## src/rtl/fwdl_pkg.sv

```systemverilog
package fwdl_pkg;

  localparam logic [7:0] ADDR_CTRL = 8'hF4;
  localparam logic [7:0] ADDR_HS   = 8'hF5;
  localparam logic [7:0] ADDR_D0   = 8'hF8;
  localparam logic [7:0] ADDR_D1   = 8'hFC;

  typedef enum logic [3:0] {
    S_IDLE, S_EN, S_HSRD, S_HSGAP, S_WORD, S_DAT, S_SETTLE, S_SET,
    S_DRRD, S_DRGAP, S_CLR, S_RESRD, S_RESGAP
  } fwdl_state_t;

  typedef enum logic [1:0] {
    E_NONE    = 2'd0,
    E_TIMEOUT = 2'd1,
    E_DEVICE  = 2'd2,
    E_RETRY   = 2'd3
  } fwdl_err_t;

endpackage

```

## src/rtl/fwdl_rstsync.sv

```systemverilog
module fwdl_rstsync (
  input  logic clk,
  input  logic arst_n,
  output logic srst_n
);
  logic [1:0] sync_q;

  always_ff @(posedge clk or negedge arst_n) begin
    if (!arst_n) sync_q <= 2'b00;
    else         sync_q <= {sync_q[0], 1'b1};
  end

  assign srst_n = sync_q[1];
endmodule

```

## src/rtl/fwdl_timer.sv

```systemverilog
module fwdl_timer #(
  parameter int TICK_DIV = 100,
  parameter int US_W     = 7
) (
  input  logic            clk,
  input  logic            rst_n,
  input  logic            load,
  input  logic [US_W-1:0] n_us,
  output logic            idle
);
  localparam int DIV_W = $clog2(TICK_DIV + 1);
  localparam logic [DIV_W-1:0] RELOAD = DIV_W'(TICK_DIV - 1);

  logic            run_q, run_n;
  logic [US_W-1:0] us_q, us_n;
  logic [DIV_W-1:0] pre_q, pre_n;

  always_comb begin
    run_n = run_q;
    us_n  = us_q;
    pre_n = pre_q;
    if (load) begin
      run_n = 1'b1;
      us_n  = n_us;
      pre_n = RELOAD;
    end else if (run_q) begin
      if (pre_q == '0) begin
        pre_n = RELOAD;
        if (us_q <= US_W'(1)) run_n = 1'b0;
        else                  us_n  = us_q - US_W'(1);
      end else begin
        pre_n = pre_q - DIV_W'(1);
      end
    end
  end

  always_ff @(posedge clk or negedge rst_n) begin
    if (!rst_n) begin
      run_q <= 1'b0;
      us_q  <= '0;
      pre_q <= '0;
    end else begin
      run_q <= run_n;
      us_q  <= us_n;
      pre_q <= pre_n;
    end
  end

  assign idle = !run_q;

  // the prescaler never leaves its tick range
  a_r5_prescale_range: assert property (@(posedge clk) disable iff (!rst_n)
    pre_q <= RELOAD);
endmodule

```

## src/rtl/fwdl_pollcnt.sv

```systemverilog
module fwdl_pollcnt #(
  parameter int POLL_LIMIT = 10000
) (
  input  logic clk,
  input  logic rst_n,
  input  logic clr,
  input  logic inc,
  output logic last
);
  localparam int PC_W = $clog2(POLL_LIMIT + 1);

  logic [PC_W-1:0] cnt_q, cnt_n;

  always_comb begin
    cnt_n = cnt_q;
    if (clr)      cnt_n = '0;
    else if (inc) cnt_n = cnt_q + PC_W'(1);
  end

  always_ff @(posedge clk or negedge rst_n) begin
    if (!rst_n) cnt_q <= '0;
    else        cnt_q <= cnt_n;
  end

  assign last = (cnt_q == PC_W'(POLL_LIMIT - 1));

  // failed reads never pile up past the limit
  a_r3_poll_bound: assert property (@(posedge clk) disable iff (!rst_n)
    cnt_q < PC_W'(POLL_LIMIT));
endmodule

```

## src/rtl/fwdl_seq.sv

```systemverilog
module fwdl_seq
  import fwdl_pkg::*;
#(
  parameter int TICK_DIV   = 100,
  parameter int POLL_LIMIT = 10000,
  parameter int SETTLE_US  = 100,
  parameter int MAX_RETRY  = 10,
  parameter int LEN_W      = 16
) (
  input  logic             clk,
  input  logic             rst_n,
  input  logic             start,
  input  logic [LEN_W-1:0] img_words,
  output logic             busy,
  output logic             done,
  output logic [1:0]       err,
  output logic             img_restart,
  input  logic             wd_valid,
  input  logic [31:0]      wd_data,
  output logic             wd_ready,
  output logic             bus_req,
  output logic             bus_we,
  output logic             bus_size,
  output logic [7:0]       bus_addr,
  output logic [31:0]      bus_wdata,
  input  logic [7:0]       bus_rdata,
  input  logic             bus_ack
);
  localparam int US_W = $clog2(SETTLE_US + 1);
  localparam int RT_W = $clog2(MAX_RETRY + 2);

  logic srst_n;
  fwdl_state_t state_q, state_n;
  logic [LEN_W-1:0] idx_q, idx_n, len_q, len_n;
  logic [RT_W-1:0]  retry_q, retry_n;
  logic [31:0]      word_q, word_n;
  fwdl_err_t        err_q, err_n;
  logic             done_q, done_n, rsrt_q, rsrt_n;
  logic             pc_clr, pc_inc, pc_last;
  logic             tm_load, tm_idle;
  logic [US_W-1:0]  tm_n;

  fwdl_rstsync u_rst (.clk(clk), .arst_n(rst_n), .srst_n(srst_n));

  fwdl_pollcnt #(.POLL_LIMIT(POLL_LIMIT)) u_poll (
    .clk(clk), .rst_n(srst_n), .clr(pc_clr), .inc(pc_inc), .last(pc_last));

  fwdl_timer #(.TICK_DIV(TICK_DIV), .US_W(US_W)) u_tmr (
    .clk(clk), .rst_n(srst_n), .load(tm_load), .n_us(tm_n), .idle(tm_idle));

  // Bus request decode
  always_comb begin
    bus_req   = 1'b0;
    bus_we    = 1'b0;
    bus_size  = 1'b0;
    bus_addr  = 8'h00;
    bus_wdata = 32'h0;
    unique case (state_q)
      S_EN:   begin bus_req = 1'b1; bus_we = 1'b1; bus_addr = ADDR_CTRL; bus_wdata = 32'h1; end
      S_HSRD, S_DRRD: begin bus_req = 1'b1; bus_addr = ADDR_HS; end
      S_DAT:  begin
        bus_req = 1'b1; bus_we = 1'b1; bus_size = 1'b1;
        bus_addr = idx_q[0] ? ADDR_D1 : ADDR_D0; bus_wdata = word_q;
      end
      S_SET:  begin
        bus_req = 1'b1; bus_we = 1'b1; bus_addr = ADDR_HS;
        bus_wdata = idx_q[0] ? 32'h2 : 32'h1;
      end
      S_CLR:  begin bus_req = 1'b1; bus_we = 1'b1; bus_addr = ADDR_CTRL; end
      S_RESRD: begin bus_req = 1'b1; bus_addr = ADDR_CTRL; end
      default: ;
    endcase
  end

  // Next-state logic
  always_comb begin
    state_n = state_q;
    idx_n   = idx_q;
    len_n   = len_q;
    retry_n = retry_q;
    word_n  = word_q;
    err_n   = err_q;
    done_n  = 1'b0;
    rsrt_n  = 1'b0;
    pc_clr  = 1'b0;
    pc_inc  = 1'b0;
    tm_load = 1'b0;
    tm_n    = US_W'(1);
    unique case (state_q)
      S_IDLE: if (start) begin
        state_n = S_EN; retry_n = '0; err_n = E_NONE; len_n = img_words;
      end
      S_EN: if (bus_ack) begin
        idx_n = '0; pc_clr = 1'b1;
        state_n = (len_q == '0) ? S_DRRD : S_HSRD;
      end
      S_HSRD: if (bus_ack) begin
        if (!bus_rdata[idx_q[0]]) begin
          pc_clr = 1'b1; state_n = S_WORD;
        end else if (pc_last) begin
          err_n = E_TIMEOUT; done_n = 1'b1; state_n = S_IDLE;
        end else begin
          pc_inc = 1'b1; tm_load = 1'b1; state_n = S_HSGAP;
        end
      end
      S_HSGAP: if (tm_idle) state_n = S_HSRD;
      S_WORD: if (wd_valid) begin word_n = wd_data; state_n = S_DAT; end
      S_DAT: if (bus_ack) begin
        tm_load = 1'b1; tm_n = US_W'(SETTLE_US); state_n = S_SETTLE;
      end
      S_SETTLE: if (tm_idle) state_n = S_SET;
      S_SET: if (bus_ack) begin
        pc_clr = 1'b1;
        if (idx_q == len_q - LEN_W'(1)) state_n = S_DRRD;
        else begin idx_n = idx_q + LEN_W'(1); state_n = S_HSRD; end
      end
      S_DRRD: if (bus_ack) begin
        if (bus_rdata[1:0] == 2'b00 || pc_last) begin
          pc_clr = 1'b1; state_n = S_CLR;
        end else begin
          pc_inc = 1'b1; tm_load = 1'b1; state_n = S_DRGAP;
        end
      end
      S_DRGAP: if (tm_idle) state_n = S_DRRD;
      S_CLR: if (bus_ack) begin pc_clr = 1'b1; state_n = S_RESRD; end
      S_RESRD: if (bus_ack) begin
        if (bus_rdata[4]) begin
          done_n = 1'b1; state_n = S_IDLE;
        end else if (pc_last) begin
          pc_clr = 1'b1;
          if (bus_rdata[6:4] != 3'b000) begin
            err_n = E_DEVICE; done_n = 1'b1; state_n = S_IDLE;
          end else if (retry_q == RT_W'(MAX_RETRY)) begin
            err_n = E_RETRY; done_n = 1'b1; state_n = S_IDLE;
          end else begin
            retry_n = retry_q + RT_W'(1); rsrt_n = 1'b1; state_n = S_EN;
          end
        end else begin
          pc_inc = 1'b1; tm_load = 1'b1; state_n = S_RESGAP;
        end
      end
      S_RESGAP: if (tm_idle) state_n = S_RESRD;
      default: state_n = S_IDLE;
    endcase
  end

  always_ff @(posedge clk or negedge srst_n) begin
    if (!srst_n) begin
      state_q <= S_IDLE;
      idx_q   <= '0;
      len_q   <= '0;
      retry_q <= '0;
      word_q  <= '0;
      err_q   <= E_NONE;
      done_q  <= 1'b0;
      rsrt_q  <= 1'b0;
    end else begin
      state_q <= state_n;
      idx_q   <= idx_n;
      len_q   <= len_n;
      retry_q <= retry_n;
      if (state_q == S_WORD) word_q <= word_n;
      err_q   <= err_n;
      done_q  <= done_n;
      rsrt_q  <= rsrt_n;
    end
  end

  assign busy        = (state_q != S_IDLE);
  assign done        = done_q;
  assign err         = err_q;
  assign img_restart = rsrt_q;
  assign wd_ready    = (state_q == S_WORD);

  // request held steady until acknowledged
  a_r11_req_hold: assert property (@(posedge clk) disable iff (!srst_n)
    bus_req && !bus_ack |=> bus_req && $stable(bus_addr) && $stable(bus_wdata)
                            && $stable(bus_we) && $stable(bus_size));
  // wide accesses only go to the two data registers
  a_r2_word_target: assert property (@(posedge clk) disable iff (!srst_n)
    bus_req && bus_size |-> bus_we && (bus_addr == ADDR_D0 || bus_addr == ADDR_D1));
  // a handshake write raises exactly one flag
  a_r5_one_flag: assert property (@(posedge clk) disable iff (!srst_n)
    bus_req && bus_we && bus_addr == ADDR_HS |->
      $countones(bus_wdata[1:0]) == 1 && bus_wdata[31:2] == 30'h0);
  // done lasts one cycle
  a_r10_done_pulse: assert property (@(posedge clk) disable iff (!srst_n)
    done |=> !done);
  // retries stay within budget
  a_r8_retry_bound: assert property (@(posedge clk) disable iff (!srst_n)
    retry_q <= RT_W'(MAX_RETRY));
endmodule

```

## config.mk

```make
export PLATFORM = sky130hd
export DESIGN_NAME = fwdl_seq
export DESIGN_NICKNAME = d
export VERILOG_FILES = /design/src/rtl/fwdl_pkg.sv /design/src/rtl/fwdl_rstsync.sv /design/src/rtl/fwdl_timer.sv /design/src/rtl/fwdl_pollcnt.sv /design/src/rtl/fwdl_seq.sv
export SDC_FILE = /design/constraint.sdc
export NUM_CORES = 1
export LEC_CHECK = 0
export ABC_AREA = 1
export BUFFER_PORTS_ARGS = -buffer_cell sky130_fd_sc_hd__buf_2
export CORE_MARGIN = 3
export CORE_UTILIZATION = 45
export DETAILED_ROUTE_END_ITERATION = 10
export HOLD_SLACK_MARGIN = 0.12
export PLACE_DENSITY_LB_ADDON = 0.05
export REMOVE_ABC_BUFFERS = 1
export SYNTH_ARGS = -nofsm -noshare
export SYNTH_HDL_FRONTEND = slang
export SYNTH_SLANG_ARGS = --single-unit
```

## constraint.sdc

```tcl
create_clock -name clk -period 8.5 [get_ports clk]
set_input_delay 1.275 -clock clk [delete_from_list [all_inputs] [get_ports clk]]
set_output_delay 1.275 -clock clk [all_outputs]
set_load 0.01 [all_outputs]
```

==> impl_metrics.csv, run 1 <==
group,metric,value,unit
timing,slew_headroom,28.6,%
timing,finalClockSkew,7.44,ps
timing,max_freq,262,MHz
grt,grt_pass1_vias,5408,
die,num_io_pins,110,
worst_setup_path,cp_max_fo,21,
drt,dr.pass1.iters,5,
die,die-area,16000,µm²
worst_setup_path,cp_common_cell,"nand2_1",
worst_setup_path,cp-start-kind,"flip-flop",
drt,finalWirelength,15300,µm
drt,drc,0,
drt,wl_per_cell,13.2,µm
grt,grt-ovfl-total,0,
timing,hold_violations,0,
timing,worstMarginPinSlew,1070,ps
drt,drt-initial-drc-count,321,
die,die_y,127,µm
cts,cts_buffers,9,
place,place_inst,1146,
timing,rsz0062_at_grt,"no",
grt,grt_max_degree,77,
worst_setup_path,slowest_delay,510,ps
power_and_ir_drop,ir_worst_vdd,0.259,mV
grt,antenna_found_initial,0,
timing,finalCritPeriodShare,44.9,%
cts,clk_latency,350,ps
synthesis,ys_seq_area_share,40.9,%
final_layout,final_layout_size_suffix_gt1_share,17.7,%
power_and_ir_drop,p_leak,3.87,nW
cts,postCtsHoldBufs,0,
final_layout,fin_cells,1162,
synthesis,yosys.area.top_type,"dfrtp_1",
drt,antenna_left,0,
job,cap_violations,0,
die,initial_core_util,46.6,%
cts,root_buffer,"clkbuf_16",
worst_setup_path,crit_arrival,2540,ps
cts,cts_setup_buffers,0,
die,rows,43,
final_layout,nets,1047,
die,core,14000,µm²
place,hpwl,11100,µm
synthesis,synth_cells,889,
cts,cts_htree_levels,3,
final_layout,areaGrowthSynthToFinish,13.5,%
status,status,"finished, final reports clean",
worst_setup_path,path_delay_family,"simple AND/OR/NAND/NOR gates",
timing,fin_setup_tns,0,ps
timing,setup-violations-final,0,
cts,clkSlewWorstSetupHoldPaths,80,ps
synthesis,synth-main-ff-cell,"dfrtp_1",
final_layout,fin_area,7430,µm²
place,gp_routability_congestion,0.845,
cts,cts_num_sinks,107,
worst_setup_path,r2r-start,"state_q[3]",
worst_setup_path,end_kind,"output port",
synthesis,syn_area_per_cell,7.36,µm²
drt,vias,5806,
place,dpl-instance-area,7150,µm²
drt,routed_via_density,5.00,
timing,slew_violations,0,
synthesis,synth.area.top_cells,"dfrtp_1 41%, nand2_1 10%, nor2_1 8.7%",
synthesis,synth_edf_count,0,
place,io_buffers,105,
synthesis,synth_cell_types,43,
cts,cts_tree,"done",
timing,fin_crit,3820,ps
worst_setup_path,crit_type,"flip-flop to output port",
cts,clock_path_buffers,2,
worst_setup_path,r2r_end,"state_q[1]",
synthesis,synthesis.area,6550,µm²
final_layout,utilization,52.9,%
synthesis,ys_ff_latch,107,
worst_setup_path,crit_path_top_delay_cell,"inv_1",
synthesis,synth_top_cell_area_share,40.9,%
worst_setup_path,worstPathCellList,"inv_1, nand2_1, nor2_1, inv_1, nand2_1, nor2_1, nand2_1, buf_2",
worst_setup_path,cp_num_buf_inv,3,
worst_setup_path,rrSetupSlack,5840,ps
die,die_w,127,µm
cts,post_cts_resized,0,
synthesis,yosys_warnings,0,
final_layout,antenna_cells,0,
grt,grt_use_total,19.9,%
grt,grt_pass1_wl,26500,µm
worst_setup_path,reg2reg_depth,12,
power_and_ir_drop,power.density,282,nW/µm²
worst_hold_path,min-delay-path-class,"flip-flop to async pin",
worst_setup_path,critPathRequiredTime,7220,ps
synthesis,synthArstFlopShare,100,%
## sequential cells by signal, indices dropped and copies added (netlist names)
name,count
u_rst.sync_q,2
u_poll.cnt_q,14
word_q,32
state_q,4
retry_q,4
img_restart,1
u_tmr.run_q,1
len_q,16
u_tmr.pre_q,7
done,1
idx_q,16
u_tmr.us_q,7
err,2
## per-stage QoR
stage	setup slack (ps)	power, mW	hold WS, ps
after floorplan	5300	1.43	331
after global placement	5140	1.70	273
after detailed placement	5110	1.71	279
after CTS	4710	2.12	288
after global routing	4450	2.29	311
final	4680	2.09	268
## report_power, final
part | internal (mW) | switching, mW | leakage, nW
sequential | 0.665 | 0.112 | 1.30
clock | 0.202 | 0.197 | 0.138
combinational | 0.338 | 0.579 | 2.43
total | 1.20 | 0.889 | 3.87
## how the worst max path moves through the flow
stage                               start           to  slack (ps)  cells after the start
after global placement         state_q[3]  bus_addr[4]        5140                      8
final                          state_q[3]  bus_addr[5]        4680                      8
after detailed placement       state_q[3]  bus_addr[5]        5110                      8
after CTS                      state_q[3]  bus_addr[5]        4710                      8
after floorplan           u_rst.sync_q[1]         done        5300                      0
after global routing           state_q[3]  bus_addr[5]        4450                      8
## area by class of cell
type                       count  area, µm²
timing repair buffer         107        541
clock buffer                  10        229
inverter                     111        417
fill                        1421       6620
multi-input combinational    641       3290
clock inverter                 6       45.0
sequential                   107       2680
tap                          180        225
## per-layer routing
metal / wire length [µm] / global-route usage, %
met5: 0 / 0
met4: 93 / 3.03
met3: 1180 / 7.37
met2: 6290 / 28.6
met1: 7740 / 29.2
## layout by cell type, fill, tap and decap left out, types with 9 or more instances in the layout
cell / count
nand2_1: 174
nor2_1: 151
buf_2: 105
ha_1: 9
xor2_1: 31
a21oi_1: 46
o21ai_0: 25
nand2_2: 12
dfrtp_1: 106
nor3_1: 19
xnor2_1: 10
clkbuf_16: 9
nand3_1: 76
mux2_2: 9
inv_1: 103
nand4_1: 15
## cells in the mapped netlist, types with 3 or more instances
master      n
or2_2       3
nand3_1    76
ha_1        9
o211ai_1    6
inv_1     103
nand3b_1    8
nor3_1     19
dfrtp_1   107
a211oi_1    3
xor2_1     31
o21ai_1     6
o21ai_0    25
nand2_1   175
nand2_2    11
nand3_2     3
nand4_1    15
nor2_1    151
nor2_4      4
inv_2       7
nor4_1      7
buf_4       8
clkbuf_1   15
buf_2       5
nor2_2      7
mux2_2      9
a21oi_1    46
xnor2_1    10
## kinds of logic (layout without fill, tap and decap cells)
| kind of cell | Yosys count | after routing | synth area share (%) |
|---|---|---|---|
| AND/OR/NAND/NOR | 489 | 489 | 33.7 |
| adder cells (fa/ha/maj) | 9 | 9 | 1.72 |
| XOR/XNOR | 41 | 41 | 5.49 |
| flip-flops | 107 | 107 | 40.9 |
| AO/OA/AOI/OAI | 91 | 91 | 7.65 |
| other | 2 | 2 | 0.115 |
| buffers and inverters | 141 | 234 | 8.89 |
| multiplexers | 9 | 9 | 1.55 |
(Power assumes the default switching activity.)
==> run 2, diff against run 1 <==
- clock period: 8.5 -> 3.55 ns (I/O delays scaled with it)
==> run 2 against run 1 <==
Against the previous run:
- global-route usage increased by 0.27 points
- sequential power rose by 140%
- final cell count rose by 0.17%
- sequential share of layout area down 0.18 points
- design area rose by 0.51%
- critical path depth unchanged
- non-clock buffer count increased by 2
- clock power rose by 150%
- highest routed layer unchanged
- sequential cell count stayed put
==> impl_metrics.csv, run 2 (synthesis results as in run 1) <==
group,metric,value,unit
status,status,"finished, final reports clean",
worst_setup_path,crit_end,"bus_addr[5]",
die,die-area,16000,µm²
final_layout,nets,1049,
worst_setup_path,cp_num_buf_inv,3,
timing,finalCritPeriodShare,85.6,%
worst_setup_path,crit_path_start,"state_q[3]",
cts,cts_num_sinks,107,
die,die_y,127,µm
timing,fin_setup_tns,0,ps
timing,finalClockSkew,13.1,ps
place,pre_cts_slack,909,ps
final_layout,largest_reg_flops,32,
grt,grt_max_degree,69,
drt,met3_wirelength,1260,µm
worst_setup_path,end_kind,"output port",
cts,root_buffer,"clkbuf_16",
final_layout,reg.largest.list,"word_q (32), idx_q (16), len_q (16)",
worst_setup_path,crit_type,"flip-flop to output port",
worst_setup_path,cp_max_fo,21,
cts,cts_buffers,9,
power_and_ir_drop,total_power,5.03,mW
timing,max_freq,329,MHz
worst_setup_path,cp_num_cells,8,
timing,setup_ws,510,ps
drt,wl_per_cell,13.3,µm
place,place_inst,1147,
final_layout,final_layout_size_suffix_gt1_share,17.7,%
timing,worstMarginPinSlew,1050,ps
die,initial_core_util,46.6,%
final_layout,top_register,"word_q",
place,io_buffers,105,
timing,slew_headroom,29.4,%
drt,vias,5828,
power_and_ir_drop,ir_worst_vdd,0.634,mV
worst_setup_path,cp-start-kind,"flip-flop",
die,die_w,127,µm
worst_setup_path,r2r-start,"state_q[3]",
final_layout,layout_commonest_cell,"nand2_1",
place,dpl-instance-area,7170,µm²
place,hpwl,11100,µm
worst_setup_path,rrSetupSlack,980,ps
final_layout,areaGrowthSynthToFinish,14.0,%
cts,clock_path_buffers,2,
timing,rsz0062_at_grt,"no",
worst_setup_path,path_delay_family,"simple AND/OR/NAND/NOR gates",
drt,finalWirelength,15400,µm
die,num_io_pins,110,
drt,top_layer,"met4",
timing,setup-violations-final,0,
final_layout,final_cell_mix,"174 x nand2_1, 151 x nor2_1, 106 x dfrtp_1, 105 x buf_2, 103 x inv_1",
grt,grt_pass1_vias,5459,
timing,slew_violations,0,
cts,clk_latency,360,ps
job,cap_violations,0,
drt,drt-initial-drc-count,367,
cts,clkSlewWorstSetupHoldPaths,80,ps
final_layout,fin_cells,1164,
timing,timing.hold.ws,311,ps
grt,grt_pass1_wl,26700,µm
worst_setup_path,worstPathCellList,"inv_1, nand2_1, nor2_1, inv_1, nand2_1, nor2_1, nand2_1, buf_2",
final_layout,fin_area,7460,µm²
place,gp_routability_congestion,0.894,
grt,antenna_found_initial,0,
drt,routed_via_density,5.01,
power_and_ir_drop,p_leak,3.88,nW
grt,grt-ovfl-total,0,
worst_setup_path,r2r_end,"state_q[1]",
worst_setup_path,reg2reg_depth,12,
power_and_ir_drop,power.density,674,nW/µm²
timing,hold_violations,0,
final_layout,utilization,53.2,%
drt,met1Wirelength,7580,µm
worst_setup_path,slowest_delay,520,ps
worst_hold_path,min-delay-path-class,"flip-flop to async pin",
worst_setup_path,crit_arrival,2510,ps
drt,dr.pass1.iters,5,
grt,grt_use_total,20.1,%
cts,cts_setup_buffers,0,
drt,antenna_left,0,
worst_setup_path,critPathRequiredTime,3020,ps
timing,fin_crit,3040,ps
drt,wl_met2,6440,µm
worst_setup_path,cp_common_cell,"nand2_1",
cts,cts_tree,"done",
cts,cts_htree_levels,3,
drt,drc,0,
worst_setup_path,crit_path_top_delay_cell,"inv_1",
die,core,14000,µm²
final_layout,antenna_cells,0,
die,rows,43,
-- run 2: cell types whose count changed in the layout (fill, tap and decap cells not counted) --
cell,previous run,this run
clkbuf_1,1,2
clkinv_2,2,0
clkbuf_8,0,1
inv_6,3,1
buf_12,0,1
clkinv_4,1,3
dlygate4sd3_1,0,1
-- run 2: how the worst min path moves through the flow --
| stage | to | slack [ps] | cells after the start |
|---|---|---|---|
| floorplan | u_rst.sync_q[0] | 240 | 0 |
| global placement | u_rst.sync_q[0] | 320 | 1 |
| detailed placement | u_rst.sync_q[1] | 320 | 1 |
| CTS | word_q[22] | 340 | 0 |
| global route | word_q[22] | 360 | 0 |
| finish | word_q[21] | 310 | 0 |
-- run 2: metal layers --
layer,track usage [%],vias up
met2,29.2,145
li1,-,3018
met5,0,-
met4,4.54,0
met3,7.28,10
met1,28.9,2655
-- run 2: area by class of cell --
cell class	count	area, µm²
fill	1458	6580
clock buffer	12	246
clock inverter	4	35.0
multi-input combinational	641	3290
timing repair buffer	109	571
inverter	111	417
sequential	107	2680
tap	180	225
-- run 2: power by group --
group,internal (mW),switching [mW],leakage [nW]
sequential,1.59,0.269,1.30
combinational,0.815,1.37,2.44
clock,0.503,0.485,0.137
total,2.91,2.12,3.88
-- run 2: worst reg2reg max path: cells and delay by family, from the launching register on --
family                 cells  cell delay, ps
AND/OR/NAND/NOR            8            1280
buffers and inverters      2             600
flip-flops                 1             390
AO/OA/AOI/OAI              2             250
-- run 2: what timing repair did --
action	CTS	global route
setup endpoints to repair	0	0
hold buffers	1	0
resized for setup	0	0
endpoints found under the hold margin	2	0
==> run 3, diff against run 2 <==
--- a/config.mk
+++ b/config.mk
@@ -12,3 +12,2 @@
 export DETAILED_ROUTE_END_ITERATION = 10
-export HOLD_SLACK_MARGIN = 0.12
 export PLACE_DENSITY_LB_ADDON = 0.05
==> constraint.sdc (replaced) <==
create_clock -name clk -period 3.55 [get_ports clk]
set_input_delay 0.71 -clock clk [delete_from_list [all_inputs] [get_ports clk]]
set_output_delay 0.71 -clock clk [all_outputs]
set_load 0.01 [all_outputs]
==> run 3 against run 2 <==
Against the previous run:
- critical path depth fell by 2
- critical endpoint is now bus_addr[2]
- power fell by 0.17%
- first-iteration DRC count fell by 12%
==> impl_metrics.csv, run 3 (synthesis results as in run 1) <==
group,metric,value,unit
final_layout,regArea,2680,µm²
grt,grt-ovfl-total,0,
drt,wl_per_cell,12.9,µm
power_and_ir_drop,p_sw,2.13,mW
grt,antenna_found_initial,0,
final_layout,multi_input_area,3290,µm²
timing,setup-violations-final,0,
timing,fin_setup_tns,0,ps
final_layout,layout_commonest_cell,"nand2_1",
die,num_io_pins,110,
status,status,"finished, final reports clean",
drt,dr.pass1.iters,4,
power_and_ir_drop,power.density,673,nW/µm²
cts,cts_setup_buffers,0,
grt,grt_use_total,19.9,%
cts,post_cts_resized,0,
die,die_y,127,µm
timing,finalCritPeriodShare,86.9,%
die,die-area,16000,µm²
power_and_ir_drop,p_leak,3.89,nW
die,die_w,127,µm
cts,clkSlewWorstSetupHoldPaths,70,ps
grt,grt_pass1_wl,26500,µm
worst_setup_path,reg2reg_depth,12,
power_and_ir_drop,swShare,42.4,%
drt,antenna_left,0,
drt,routed_via_density,4.96,
power_and_ir_drop,ir_worst_vdd,0.521,mV
final_layout,final_cell_mix,"174 x nand2_1, 151 x nor2_1, 106 x dfrtp_1, 105 x buf_2, 103 x inv_1",
final_layout,reg.largest.list,"word_q (32), idx_q (16), len_q (16)",
final_layout,largest_reg_flops,32,
cts,root_buffer,"clkbuf_16",
job,cap_violations,0,
die,core,14000,µm²
worst_setup_path,cp_max_fo,34,
cts,clk_latency,360,ps
cts,postCtsHoldBufs,0,
worst_setup_path,cp-start-kind,"flip-flop",
worst_setup_path,crit_arrival,2380,ps
final_layout,fill_cells,1415,
power_and_ir_drop,p_int,2.89,mW
timing,max_freq,324,MHz
drt,drc,0,
die,rows,43,
drt,drt-initial-drc-count,322,
power_and_ir_drop,p_seq_share,37.0,%
final_layout,final_layout_size_suffix_gt1_share,18.0,%
final_layout,areaGrowthSynthToFinish,14.0,%
place,io_buffers,105,
place,gp_routability_congestion,0.891,
worst_setup_path,r2r_end,"u_tmr.us_q[3]",
grt,grt_pass1_vias,5564,
timing,rsz0062_at_grt,"no",
cts,cts_num_sinks,107,
worst_setup_path,critPathRequiredTime,2840,ps
worst_setup_path,rrSetupSlack,1040,ps
worst_hold_path,min-delay-path-class,"flip-flop to async pin",
timing,fin_crit,3090,ps
timing,timing.hold.ws,114,ps
die,initial_core_util,46.6,%
cts,cts_buffers,9,
timing,worstMarginPinSlew,1060,ps
place,hpwl,11000,µm
worst_setup_path,crit_type,"flip-flop to output port",
grt,grt_max_degree,103,
worst_setup_path,end_kind,"output port",
cts,cts_htree_levels,3,
final_layout,antenna_cells,0,
drt,finalWirelength,15100,µm
timing,slew_headroom,28.8,%
power_and_ir_drop,pwr-share-clk,19.1,%
cts,clock_path_buffers,2,
timing,finalClockSkew,6.89,ps
timing,slew_violations,0,
final_layout,top_register,"word_q",
drt,vias,5774,
cts,cts_tree,"done",
worst_setup_path,r2r-start,"u_poll.cnt_q[0]",
timing,hold_violations,0,
final_layout,nets,1050,
power_and_ir_drop,combPwrFrac,43.9,%
==> run 3: cell count changes in the layout (fill, tap and decap cells not counted), sizes merged <==
cell,change
dlygate4sd3,-1
buf,+2
clkbuf,-2
inv,+2
==> run 3: final cells by class <==
cell class	count	share of cell area [%]
repair buffers	110	7.71
well taps	180	3.02
clock inverters	6	0.637
multi-input cells	641	44.1
inverters	111	5.58
clock buffers	10	3.07
flip-flops and latches	107	35.9
==> run 3: through the flow <==
stage | setup slack, ps | util, % | area (µm²) | std cells | power (mW)
finish | 464 | 53.2 | 7460 | 1165 | 5.03
detailed placement | 835 | 51.2 | 7190 | 1149 | 4.10
floorplan | 349 | - | 6380 | 859 | 3.43
global route | 240 | 53.2 | 7460 | 1165 | 5.49
CTS | 384 | 53.2 | 7460 | 1165 | 5.09
global placement | 906 | 51.2 | 7190 | 1149 | 4.07
==> run 3: per-layer routing <==
layer / up-vias / global-route usage (%) / wire, µm
met3: 13 / 6.74 / 1230
met5: - / 0 / 0
met4: 0 / 4.54 / 153
met2: 149 / 28.9 / 6100
met1: 2596 / 28.9 / 7590
li1: 3016 / - / -
==> run 3: how the worst max path moves through the flow <==
stage / start / end / slack, ps / cells past startpoint
finish: state_q[3] / bus_addr[2] / 460 / 6
global route: state_q[3] / bus_addr[2] / 240 / 6
CTS: state_q[3] / bus_addr[2] / 380 / 6
detailed placement: state_q[3] / bus_addr[2] / 840 / 6
global placement: state_q[3] / bus_addr[2] / 910 / 6
floorplan: u_rst.sync_q[1] / done / 350 / 0
==> run 3: worst max-delay path: stages, from the launching register on <==
cell	delay [ps]
dfrtp_1	410
inv_1	100
nand2_1	160
nor2_1	470
inv_2	380
o21ai_0	310
buf_2	180
==> run 3: power by group through the flow <==
stage | combinational (mW) | clock (mW) | sequential [mW]
floorplan | 1.60 | 0 | 1.83
global placement | 2.19 | 0 | 1.88
detailed placement | 2.21 | 0 | 1.88
CTS | 2.22 | 1.01 | 1.86
global route | 2.52 | 1.05 | 1.92
finish | 2.21 | 0.962 | 1.86
